File: src/rtl/ser_pkg.sv
package ser_pkg;

    localparam int unsigned FRAME_BITS = 12;
    localparam int unsigned LANE_COUNT = 8;

    // Setting addresses
    localparam logic [1:0] ADDR_CTRL   = 2'd0;
    localparam logic [1:0] ADDR_CUSTOM = 2'd1;
    localparam logic [1:0] ADDR_LANEOFF = 2'd2;

    typedef enum logic [1:0] {
        SRC_DATA   = 2'd0,
        SRC_DESKEW = 2'd1,
        SRC_SYNC   = 2'd2,
        SRC_CUSTOM = 2'd3
    } src_mode_e;

    typedef struct packed {
        logic      msb_first;
        src_mode_e mode;
    } ser_ctrl_t;

    localparam ser_ctrl_t CTRL_DEFAULT = '{msb_first: 1'b0, mode: SRC_DATA};

    function automatic int unsigned max2(input int unsigned a, input int unsigned b);
        return (a > b) ? a : b;
    endfunction

endpackage

File: src/rtl/ser_slot_timer.sv
module ser_slot_timer #(
    parameter int unsigned SLOTS  = 12,
    parameter int unsigned SLOT_W = $clog2(SLOTS)
) (
    input  logic              clk,
    output logic [SLOT_W-1:0] slot_o,
    output logic              capture_o,
    output logic              bit_clk_o,
    output logic              frame_clk_o
);
    localparam logic [SLOT_W-1:0] LAST = SLOT_W'(SLOTS - 1);
    localparam logic [SLOT_W-1:0] HALF = SLOT_W'(SLOTS / 2);

    logic [SLOT_W-1:0] slot_q;
    logic              bit_clk_q;
    logic              frame_q;
    logic              armed_q;

    // Free-running: the reference clocks must keep running through reset.
    // Any out-of-range count wraps to zero on the next edge.
    always_ff @(posedge clk) begin
        slot_q    <= (slot_q >= LAST) ? '0 : slot_q + 1'b1;
        bit_clk_q <= ~slot_q[0];
        frame_q   <= (slot_q < HALF);
        armed_q   <= 1'b1;
    end

    assign slot_o      = slot_q;
    assign capture_o   = (slot_q == LAST);
    assign bit_clk_o   = bit_clk_q;
    assign frame_clk_o = frame_q;


    bit_clk_toggle_hi_chk: assert property (@(posedge clk) disable iff (!armed_q)
        bit_clk_q |=> !bit_clk_q);

    bit_clk_toggle_lo_chk: assert property (@(posedge clk) disable iff (!armed_q)
        !bit_clk_q |=> bit_clk_q);

    frame_rise_align_chk: assert property (@(posedge clk) disable iff (!armed_q)
        $rose(frame_q) |-> bit_clk_q);

    frame_fall_align_chk: assert property (@(posedge clk) disable iff (!armed_q)
        $fell(frame_q) |-> bit_clk_q);

endmodule

File: src/rtl/ser_cfg_regs.sv
module ser_cfg_regs
    import ser_pkg::*;
#(
    parameter int unsigned LANES = 8,
    parameter int unsigned WORD  = 12,
    parameter int unsigned CFG_W = 12
) (
    input  logic             clk,
    input  logic             rst,
    input  logic             wr_en,
    input  logic [1:0]       addr,
    input  logic [CFG_W-1:0] wdata,
    output ser_ctrl_t        ctrl_o,
    output logic [WORD-1:0]  custom_o,
    output logic [LANES-1:0] laneoff_o
);
    ser_ctrl_t        ctrl_q;
    logic [WORD-1:0]  custom_q;
    logic [LANES-1:0] laneoff_q;

    always_ff @(posedge clk) begin
        if (rst) begin
            ctrl_q    <= CTRL_DEFAULT;
            custom_q  <= '0;
            laneoff_q <= '0;
        end else if (wr_en) begin
            unique case (addr)
                ADDR_CTRL: begin
                    ctrl_q.msb_first <= wdata[0];
                    ctrl_q.mode      <= src_mode_e'(wdata[2:1]);
                end
                ADDR_CUSTOM:  custom_q  <= wdata[WORD-1:0];
                ADDR_LANEOFF: laneoff_q <= wdata[LANES-1:0];
                default: ;
            endcase
        end
    end

    assign ctrl_o    = ctrl_q;
    assign custom_o  = custom_q;
    assign laneoff_o = laneoff_q;


    cfg_reset_default_chk: assert property (@(posedge clk)
        rst |=> (ctrl_q == CTRL_DEFAULT) && (laneoff_q == '0));

endmodule

File: src/rtl/ser_lane.sv
module ser_lane
    import ser_pkg::*;
#(
    parameter int unsigned W      = 12,
    parameter bit          IDLE   = 1'b0,
    parameter int unsigned SLOT_W = $clog2(W)
) (
    input  logic              clk,
    input  logic              rst,
    input  logic              capture_i,
    input  logic [SLOT_W-1:0] slot_i,
    input  ser_ctrl_t         ctrl_i,
    input  logic [W-1:0]      custom_i,
    input  logic              off_i,
    input  logic [W-1:0]      sample_i,
    output logic              lane_o
);
    logic [W-1:0] word_nx;   // indexed by slot
    logic [W-1:0] word_q;
    logic         off_q;
    logic         lane_q;

    always_comb begin
        for (int k = 0; k < W; k++) begin
            unique case (ctrl_i.mode)
                SRC_DESKEW: word_nx[k] = k[0];
                SRC_SYNC:   word_nx[k] = (k >= int'(W / 2));
                SRC_CUSTOM: word_nx[k] = ctrl_i.msb_first ? custom_i[W-1-k] : custom_i[k];
                default:    word_nx[k] = ctrl_i.msb_first ? sample_i[W-1-k] : sample_i[k];
            endcase
        end
    end

    always_ff @(posedge clk) begin
        if (rst) begin
            word_q <= '0;
            off_q  <= 1'b0;
            lane_q <= 1'b0;
        end else begin
            if (capture_i) begin
                word_q <= word_nx;
                off_q  <= off_i;
            end
            lane_q <= off_q ? IDLE : word_q[slot_i];
        end
    end

    assign lane_o = lane_q;


    lane_reset_zero_chk: assert property (@(posedge clk)
        rst |=> !lane_q);

    lane_off_idle_chk: assert property (@(posedge clk) disable iff (rst)
        off_q |=> (lane_q == IDLE));

    hold_stable_chk: assert property (@(posedge clk) disable iff (rst)
        !capture_i |=> $stable(word_q) && $stable(off_q));

endmodule

File: src/rtl/adc_lane_serializer.sv
module adc_lane_serializer
    import ser_pkg::*;
#(
    parameter int unsigned LANES    = LANE_COUNT,
    parameter int unsigned SAMPLE_W = FRAME_BITS,
    parameter bit          OFF_IDLE = 1'b0,
    parameter int unsigned CFG_W    = max2(SAMPLE_W, LANES)
) (
    input  logic                      clk_ser,
    input  logic                      rst,
    input  logic [LANES*SAMPLE_W-1:0] sample_in,
    input  logic                      cfg_wr_en,
    input  logic [1:0]                cfg_addr,
    input  logic [CFG_W-1:0]          cfg_wdata,
    output logic [LANES-1:0]          lane_out,
    output logic                      bit_clk_out,
    output logic                      frame_clk_out
);
    localparam int unsigned SLOT_W = $clog2(SAMPLE_W);

    logic [SLOT_W-1:0] slot;
    logic              capture;
    ser_ctrl_t         ctrl;
    logic [SAMPLE_W-1:0] custom;
    logic [LANES-1:0]  laneoff;

    ser_slot_timer #(
        .SLOTS  (SAMPLE_W),
        .SLOT_W (SLOT_W)
    ) u_timer (
        .clk         (clk_ser),
        .slot_o      (slot),
        .capture_o   (capture),
        .bit_clk_o   (bit_clk_out),
        .frame_clk_o (frame_clk_out)
    );

    ser_cfg_regs #(
        .LANES (LANES),
        .WORD  (SAMPLE_W),
        .CFG_W (CFG_W)
    ) u_cfg (
        .clk       (clk_ser),
        .rst       (rst),
        .wr_en     (cfg_wr_en),
        .addr      (cfg_addr),
        .wdata     (cfg_wdata),
        .ctrl_o    (ctrl),
        .custom_o  (custom),
        .laneoff_o (laneoff)
    );

    for (genvar i = 0; i < LANES; i++) begin : g_lane
        ser_lane #(
            .W      (SAMPLE_W),
            .IDLE   (OFF_IDLE),
            .SLOT_W (SLOT_W)
        ) u_lane (
            .clk       (clk_ser),
            .rst       (rst),
            .capture_i (capture),
            .slot_i    (slot),
            .ctrl_i    (ctrl),
            .custom_i  (custom),
            .off_i     (laneoff[i]),
            .sample_i  (sample_in[i*SAMPLE_W +: SAMPLE_W]),
            .lane_o    (lane_out[i])
        );
    end

endmodule

File: config.mk
export PLATFORM = sky130hd
export DESIGN_NAME = adc_lane_serializer
export DESIGN_NICKNAME = d
export VERILOG_FILES = /design/src/rtl/ser_pkg.sv /design/src/rtl/ser_slot_timer.sv /design/src/rtl/ser_cfg_regs.sv /design/src/rtl/ser_lane.sv /design/src/rtl/adc_lane_serializer.sv
export SDC_FILE = /design/constraint.sdc
export NUM_CORES = 1
export LEC_CHECK = 0
export CAP_MARGIN = 20
export CORE_UTILIZATION = 40
export DETAILED_ROUTE_END_ITERATION = 8
export PLACE_DENSITY_LB_ADDON = 0.25
export SYNTH_ARGS = -nofsm -noshare
export SYNTH_HDL_FRONTEND = slang
export SYNTH_SLANG_ARGS = --single-unit
File: constraint.sdc
create_clock -name clk_ser -period 3.5 [get_ports clk_ser]
set_input_delay 0.7 -clock clk_ser [delete_from_list [all_inputs] [get_ports clk_ser]]
set_output_delay 0.7 -clock clk_ser [all_outputs]
set_load 0.03 [all_outputs]
==> results of run 1 <==
[state kept, by name, summed over array words and instances, names as in the netlist]
| register | cells |
|---|---|
| g_lane.u_lane.word_q | 96 |
| u_cfg.laneoff_o | 8 |
| u_cfg.ctrl_o | 3 |
| g_lane.u_lane.off_q | 8 |
| u_timer.slot_o | 4 |
| g_lane.u_lane.lane_o | 8 |
| u_timer.frame_clk_o | 1 |
| u_timer.bit_clk_o | 1 |
| u_cfg.custom_o | 12 |
[logic make-up (layout without fill, tap and decap cells)]
logic type,count (synthesis),in the layout,share of synthesized area [%]
DFF,141,141,36.1
muxes,169,169,24.7
AOI/OAI and AO/OA,170,170,19.2
buffers and inverters,81,167,6.97
and+or+nand+nor,247,247,12.5
adders and majority gates,3,3,0.480
xor gates and xnor gates,1,1,0.112
[stage by stage]
stage                     instances  utilization, %
after floorplan                 812               -
final                          1158            50.5
after global routing           1158            50.5
after detailed placement       1127            47.2
after CTS                      1158            50.5
after global placement         1127            47.2
[per-layer routing]
layer	wire, um	share of wire (%)
met5	0	0
met4	563	2.8
met3	811	4.0
met2	9740	48
met1	9190	45
[area by class of cell]
class / count / area [sq um] / share of cell area (%)
multi-input combinational: 590 / 4460 / 46.6
inverter: 3 / 13.8 / 0.144
clock inverter: 5 / 75.1 / 0.784
tap: 260 / 325 / 3.40
timing repair buffer: 133 / 1330 / 13.9
clock buffer: 26 / 541 / 5.65
sequential: 141 / 2830 / 29.5
[placed cells by master (no fill, tap or decap), types with 2 or more instances in the layout]
cell type          n
nor3b_1            2
a21oi_1           45
mux4_2             8
and2_1             3
nor2_1           133
clkbuf_16         18
buf_12             2
nand2_1           98
clkdlybuf4s50_1  121
o21ai_4            2
clkinv_2           3
o21ai_0            2
a31oi_4            6
clkbuf_8           6
nand3b_1           2
bufinv_16          2
a32oi_1            8
buf_4             10
dfxtp_1          139
clkbuf_1           2
a211oi_2          41
or2_1              3
mux2_2           106
ha_1               2
a211oi_1          55
a21oi_4            3
a22oi_1            8
mux2i_1           53
nor2b_1            2
[how the worst max path moves through the flow]
stage                 startpoint                          to  slack (ns)  cells past startpoint
2_1_floorplan    u_cfg.ctrl_o[0]  g_lane[7].u_lane.word_q[4]        1.77                      6
3_3_place_gp   u_timer.slot_o[1]  g_lane[0].u_lane.word_q[3]        1.16                      5
3_5_place_dp         cfg_addr[1]           u_cfg.custom_o[6]        1.14                      4
4_1_cts        u_timer.slot_o[1]  g_lane[0].u_lane.word_q[3]        1.14                      5
5_1_grt        u_timer.slot_o[1]  g_lane[0].u_lane.word_q[3]        1.02                      5
6_report       u_timer.slot_o[1]  g_lane[0].u_lane.word_q[3]        1.16                      5
[power by group]
group / switching (mW) / leakage [nW] / internal (mW)
Sequential: 0.0155 / 1.14 / 1.62
Clock: 0.654 / 0.307 / 1.20
Combinational: 0.195 / 1.82 / 0.235
==> results.sh, run 1 <==
export IMPL_power_leakage_nw=3.27
export IMPL_synth_fp_nets=928
export IMPL_synth_edff_count=0
export IMPL_top_usage_layer="met2"
export IMPL_outcome="complete, no violations"
export IMPL_hold_class="flop to flop"
export IMPL_rows=50
export IMPL_nFillCells=1811
export IMPL_final_layout_size_suffix_gt1_share_pct=24.1
export IMPL_antenna_found_initial=0
export IMPL_yosys_top_cells_count="141 x dfxtp_1, 133 x nor2_1, 106 x mux2_2"
export IMPL_drcViolationCount=0
export IMPL_post_cts_buffers=0
export IMPL_cts_tree="built"
export IMPL_path_cells="ha_1, and3b_2, o21ai_4, a31oi_4, a211oi_2"
export IMPL_maxSlewViolCount=0
export IMPL_first_global_vias=5944
export IMPL_die_area_sq_um=20100
export IMPL_netlist_instances=812
export IMPL_setup_slack_ns=1.16
export IMPL_hold_end="g_lane[6].u_lane.lane_o"
export IMPL_grt_pass1_wl_um=31700
export IMPL_met2_usage_pct=34.9
export IMPL_num_vias=6087
export IMPL_irDropWorstVdd_mv=0.263
export IMPL_totalPowerFinal_mw=3.92
export IMPL_synth_ff_type="dfxtp_1"
export IMPL_reg2reg_from="u_timer.slot_o[1]"
export IMPL_avgViaCountPerCell=5.26
export IMPL_area_growth_pct=22.3
export IMPL_crit_path_max_fanout=13
export IMPL_reg2reg_to="g_lane[0].u_lane.word_q[3]"
export IMPL_yosysWarnings=0
export IMPL_gp_congestion=0.771
export IMPL_yosys_register_bits=141
export IMPL_reg2reg_depth=5
export IMPL_use_met1_pct=26.8
export IMPL_synth_most_common_cell="dfxtp_1"
export IMPL_relSlewSlack_pct=31.8
export IMPL_use_met3_pct=3.88
export IMPL_cts_resized_gates=0
export IMPL_place_area_sq_um=8950
export IMPL_grt_max_degree=105
export IMPL_clk_pin_slew_ns=0.05
export IMPL_track_usage_pct=21.0
export IMPL_period_share_pct=67.0
export IMPL_finalSetupViolCount=0
export IMPL_worstPathArrival_ns=2.62
export IMPL_holdWs_ns=0.414
export IMPL_start_util_pct=41.3
export IMPL_port_buffers=122
export IMPL_cpMaxStageDelayCell="dfxtp_1"
export IMPL_hpwl_um=13400
export IMPL_required_ns=3.78
export IMPL_fp_coreArea_sq_um=19000
export IMPL_rrSetupSlack_ns=1.16
export IMPL_cts_made_buffers=17
export IMPL_setup_tns_ns=0
export IMPL_netlist_top_cells_area="dfxtp_1 36%, mux2_2 15%, mux2i_1 6.8%"
export IMPL_final_setup_skew_ns=0.00586
export IMPL_drt_initial_drc_count=361
export IMPL_ant_nets=0
export IMPL_yosys_cell_types_count=38
export IMPL_wire_per_inst_um=17.5
export IMPL_hold_buffers=0
export IMPL_holdPathStages=1
export IMPL_hp_start="g_lane[6].u_lane.off_q"
export IMPL_rsz0062_at_grt="no"
export IMPL_synth_seq_area_share_pct=36.1
export IMPL_finalCriticalPeriod_ns=2.34
export IMPL_powerDensity_nw_per_um2=409
export IMPL_async_flop_share_pct=0
export IMPL_design_area_sq_um=9570
export IMPL_slowest_delay_ns=0.69
export IMPL_synth_area_leader_cell="dfxtp_1"
export IMPL_die_width_um=142
export IMPL_cp_num_buf_inv=0
export IMPL_nets=1002
export IMPL_avgSynthCellArea_sq_um=9.64
export IMPL_drt_pass1_iterations=5
export IMPL_setup_worst_path_end_class="flop"
export IMPL_cp_top_family="compound AO/OA/AOI/OAI gates"
export IMPL_diodes=0
export IMPL_clkSinkCount=141
export IMPL_pin_count=123
export IMPL_routed_wl_um=20300
export IMPL_tightest_slew_ns=1.02
export IMPL_clock_latency_ns=0.43
export IMPL_netlist_area_leader_share_pct=36.1
export IMPL_crit_type="flop to flop"
export IMPL_htreeDepth=4
export IMPL_drv_cap=0
export IMPL_die_h_um=142
export IMPL_overflow=0
export IMPL_place_ws_ns=1.14
export IMPL_hold_viol=0
export IMPL_fmax_mhz=427
export IMPL_clock_tree_root_cell="clkbuf_16"
export IMPL_cts_buffer_depth=2
export IMPL_worstSetupStartpointType="flop"
export IMPL_syn_area_sq_um=7830
(Power assumes the default switching activity.)
==> run 2, diff against run 1 <==
==> constraint.sdc (replaced) <==
create_clock -name clk_ser -period 2.15 [get_ports clk_ser]
set_input_delay 0.43 -clock clk_ser [delete_from_list [all_inputs] [get_ports clk_ser]]
set_output_delay 0.43 -clock clk_ser [all_outputs]
set_load 0.03 [all_outputs]
==> results.sh, run 2 (synthesized netlist as in run 1, its figures left out) <==
export IMPL_cts_made_buffers=17
export IMPL_die_area_sq_um=20100
export IMPL_final_cell_mix="139 x dfxtp_1, 133 x nor2_1, 121 x clkdlybuf4s50_1, 106 x mux2_2, 98 x nand2_1"
export IMPL_clk_pin_slew_ns=0.05
export IMPL_reg2reg_to="g_lane[3].u_lane.word_q[7]"
export IMPL_htreeDepth=4
export IMPL_drcViolationCount=0
export IMPL_holdPathStages=1
export IMPL_final_setup_skew_ns=0.0103
export IMPL_wire_per_inst_um=17.3
export IMPL_final_layout_size_suffix_gt1_share_pct=25.2
export IMPL_final_common_cell="dfxtp_1"
export IMPL_largest_register_ffs=96
export IMPL_maxSlewViolCount=0
export IMPL_hold_viol=0
export IMPL_hold_class="flop to flop"
export IMPL_finalCriticalPeriod_ns=1.86
export IMPL_path_cells="clkdlybuf4s50_1"
export IMPL_fp_coreArea_sq_um=19000
export IMPL_cp_num_buf_inv=1
export IMPL_required_ns=1.72
export IMPL_cts_buffer_depth=2
export IMPL_reg2reg_from="u_cfg.ctrl_o[2]"
export IMPL_relSlewSlack_pct=50.9
export IMPL_tightest_slew_ns=0.737
export IMPL_start_util_pct=41.3
export IMPL_highest_layer="met4"
export IMPL_die_h_um=142
export IMPL_routed_wl_um=20300
export IMPL_outcome="complete, no violations"
export IMPL_setup_worst_path_end_class="output pin"
export IMPL_cpMaxStageDelayCell="clkdlybuf4s50_1"
export IMPL_crit_path_max_fanout=1
export IMPL_nFillCells=1765
export IMPL_gp_congestion=0.774
export IMPL_met2WireLength_um=9720
export IMPL_fin_cells=1175
export IMPL_drt_pass1_iterations=4
export IMPL_placedCellCount=1144
export IMPL_num_vias=6184
export IMPL_post_cts_buffers=0
export IMPL_setup_tns_ns=0
export IMPL_drt_initial_drc_count=467
export IMPL_port_buffers=122
export IMPL_cts_resized_gates=0
export IMPL_worstSetupStartpointType="flop"
export IMPL_avgViaCountPerCell=5.26
export IMPL_area_growth_pct=23.3
export IMPL_rrSetupSlack_ns=0.32
export IMPL_antenna_found_initial=0
export IMPL_diodes=0
export IMPL_cp_top_family="buffers and inverters"
export IMPL_reg2reg_depth=4
export IMPL_first_global_vias=5984
export IMPL_worstPathArrival_ns=1.43
export IMPL_hold_buffers=0
export IMPL_track_usage_pct=21.0
export IMPL_hpwl_um=13900
export IMPL_ant_nets=0
export IMPL_overflow=0
export IMPL_dr_wl_met3_um=1170
export IMPL_clock_latency_ns=0.43
export IMPL_wl_met1_um=8940
export IMPL_power_leakage_nw=3.34
export IMPL_clock_tree_root_cell="clkbuf_16"
export IMPL_cts_tree="built"
export IMPL_slowest_delay_ns=0.67
export IMPL_finalSetupViolCount=0
export IMPL_hp_start="g_lane[4].u_lane.off_q"
export IMPL_fmax_mhz=538
export IMPL_nets=1019
export IMPL_period_share_pct=86.5
export IMPL_grt_max_degree=128
export IMPL_irDropWorstVdd_mv=0.534
export IMPL_die_width_um=142
export IMPL_regMostFlops="g_lane.u_lane.word_q"
export IMPL_drv_cap=0
export IMPL_pin_count=123
export IMPL_rsz0062_at_grt="no"
export IMPL_powerDensity_nw_per_um2=632
export IMPL_hold_end="g_lane[4].u_lane.lane_o"
export IMPL_crit_type="flop to output pin"
export IMPL_grt_pass1_wl_um=31900
export IMPL_rows=50
export IMPL_clkSinkCount=141
run 2: worst max path at each step:
stage                             start                          to  slack [ns]  depth (start not counted)
CTS                 u_timer.frame_clk_o               frame_clk_out        0.26                          1
detailed placement          cfg_addr[0]          u_cfg.laneoff_o[0]        0.31                          4
global route          u_timer.slot_o[0]  g_lane[0].u_lane.word_q[0]        0.20                          5
finish              u_timer.frame_clk_o               frame_clk_out        0.29                          1
global placement            cfg_addr[0]          u_cfg.laneoff_o[7]        0.34                          4
floorplan               u_cfg.ctrl_o[0]  g_lane[7].u_lane.word_q[4]        0.42                          6
run 2: final cells by class:
| type | count | area, sq um | area share, % |
|---|---|---|---|
| multi-input cells | 590 | 4460 | 46.2 |
| flip-flops and latches | 141 | 2830 | 29.3 |
| repair buffers | 150 | 1480 | 15.3 |
| clock buffers | 24 | 482 | 4.99 |
| well taps | 260 | 325 | 3.37 |
| clock inverters | 7 | 63.8 | 0.661 |
| inverters | 3 | 13.8 | 0.143 |
run 2: layer usage:
layer	track usage (%)	vias to the layer above
li1	-	3076
met4	9.56	0
met1	26.7	2908
met5	0	-
met3	3.98	33
met2	34.5	167
run 2: metrics by stage:
stage          setup slack, ns  hold WS (ns)  area, sq um  utilization, %  total power [mW]
6_report                 0.290         0.410         9650            50.9              6.11
5_1_grt                  0.201         0.423         9650            50.9              6.30
4_1_cts                  0.258         0.410         9650            50.9              6.15
3_5_place_dp             0.306         0.401         9110            48.0              3.43
3_3_place_gp             0.341         0.399         9110            48.0              3.43
2_1_floorplan            0.415         0.392         7830               -              3.11
run 2: report_power, final:
group          leakage [nW]  switching [mW]  internal [mW]
clock                 0.274            1.07           1.67
sequential             1.14          0.0163           2.64
combinational          1.92           0.332          0.389
total                  3.34            1.41           4.69
==> run 3, diff against run 2 <==
--- a/config.mk
+++ b/config.mk
@@ -5,8 +5,8 @@
 export SDC_FILE = /design/constraint.sdc
 export NUM_CORES = 1
 export LEC_CHECK = 0
-export CAP_MARGIN = 20
 export CORE_UTILIZATION = 40
+export CTS_BUF_LIST = sky130_fd_sc_hd__clkbuf_8
 export DETAILED_ROUTE_END_ITERATION = 8
 export PLACE_DENSITY_LB_ADDON = 0.25
 export SYNTH_ARGS = -nofsm -noshare
==> results.sh, run 3 (synthesized netlist as in run 1, its figures left out) <==
export IMPL_outcome="complete, no violations"
export IMPL_fp_coreArea_sq_um=19000
export IMPL_final_layout_size_suffix_gt1_share_pct=25.2
export IMPL_die_area_sq_um=20100
export IMPL_final_cell_mix="139 x dfxtp_1, 133 x nor2_1, 121 x clkdlybuf4s50_1, 106 x mux2_2, 98 x nand2_1"
export IMPL_finalSetupViolCount=0
export IMPL_path_cells="clkdlybuf4s50_1"
export IMPL_area_growth_pct=20.9
export IMPL_design_area_sq_um=9460
export IMPL_grt_pass1_wl_um=31700
export IMPL_final_common_cell="dfxtp_1"
export IMPL_hold_buffers=0
export IMPL_track_usage_pct=20.8
export IMPL_htreeDepth=4
export IMPL_slowest_delay_ns=0.69
export IMPL_required_ns=1.72
export IMPL_holdWs_ns=0.413
export IMPL_hold_viol=0
export IMPL_pin_count=123
export IMPL_setup_tns_ns=0
export IMPL_drcViolationCount=0
export IMPL_drv_cap=0
export IMPL_crit_type="flop to output pin"
export IMPL_clock_latency_ns=0.45
export IMPL_hold_class="flop to flop"
export IMPL_dr_wl_met3_um=1020
export IMPL_drt_pass1_iterations=4
export IMPL_nets=1019
export IMPL_cts_made_buffers=17
export IMPL_worstSetupStartpointType="flop"
export IMPL_clock_tree_root_cell="clkbuf_8"
export IMPL_clk_pin_slew_ns=0.07
export IMPL_irDropWorstVdd_mv=0.325
export IMPL_setup_worst_path_end_class="output pin"
export IMPL_overflow=0
export IMPL_largest_register_ffs=96
export IMPL_routed_wl_um=20400
export IMPL_relSlewSlack_pct=55.1
export IMPL_crit_path_max_fanout=1
export IMPL_cts_buffer_depth=2
export IMPL_regMostFlops="g_lane.u_lane.word_q"
export IMPL_place_area_sq_um=9110
export IMPL_grt_max_degree=128
export IMPL_cts_resized_gates=0
export IMPL_highest_layer="met4"
export IMPL_diodes=0
export IMPL_die_width_um=142
export IMPL_powerDensity_nw_per_um2=561
export IMPL_met2WireLength_um=9610
export IMPL_cp_num_buf_inv=1
export IMPL_finalCriticalPeriod_ns=1.89
export IMPL_clkSinkCount=141
export IMPL_hpwl_um=13900
export IMPL_place_ws_ns=0.306
export IMPL_start_util_pct=41.3
export IMPL_tightest_slew_ns=0.673
export IMPL_power_leakage_nw=3.27
export IMPL_cp_top_family="buffers and inverters"
export IMPL_wire_per_inst_um=17.3
export IMPL_gp_congestion=0.774
export IMPL_rows=50
export IMPL_placedCellCount=1144
export IMPL_fmax_mhz=529
export IMPL_fin_util_pct=49.9
export IMPL_wl_met1_um=9250
export IMPL_rsz0062_at_grt="no"
export IMPL_final_setup_skew_ns=0.00791
export IMPL_antenna_found_initial=0
export IMPL_port_buffers=122
export IMPL_post_cts_buffers=0
export IMPL_setup_slack_ns=0.259
export IMPL_worstPathArrival_ns=1.46
export IMPL_drt_initial_drc_count=487
export IMPL_first_global_vias=5964
export IMPL_fin_cells=1175
export IMPL_totalPowerFinal_mw=5.31
export IMPL_num_vias=6129
export IMPL_ant_nets=0
export IMPL_cts_tree="built"
export IMPL_cpMaxStageDelayCell="clkdlybuf4s50_1"
export IMPL_die_h_um=142
export IMPL_maxSlewViolCount=0
export IMPL_avgViaCountPerCell=5.22
export IMPL_period_share_pct=88.0
[run 3: changes by cell type in the layout (fill, tap and decap cells not counted)]
cell	previous run	this run
clkbuf_1	4	0
clkbuf_8	3	20
inv_1	1	5
clkbuf_16	17	0
[run 3: area by class of cell]
class	count	area [sq um]
Clock buffer	20	275
Clock inverter	11	78.8
Fill cell	1794	9490
Inverter	3	13.8
Multi-Input combinational cell	590	4460
Sequential cell	141	2830
Tap cell	260	325
Timing Repair Buffer	150	1480
[run 3: path summary, 6_finish.rpt]
| kind | startpoint | end | slack, ns | cells after the start |
|---|---|---|---|---|
| max | g_lane[1].u_lane.lane_o | lane_out[1] | 0.26 | 1 |
| min | g_lane[4].u_lane.off_q | g_lane[4].u_lane.lane_o | 0.41 | 1 |
| max reg2reg | u_cfg.ctrl_o[2] | g_lane[3].u_lane.word_q[7] | 0.32 | 4 |
| min reg2reg | g_lane[4].u_lane.off_q | g_lane[4].u_lane.lane_o | 0.41 | 1 |
[run 3: metal layers]
layer	vias to the layer above	global-route usage, %
met3	29	4.29
met2	150	34.2
met4	0	8.66
li1	3065	-
met5	-	0
met1	2885	26.6
[run 3: where the power goes]
part	leakage, nW	internal (mW)	total (mW)	switching (mW)
Sequential	1.14	2.63	2.65	0.0163
Clock	0.203	0.973	1.94	0.964
Combinational	1.92	0.389	0.722	0.333
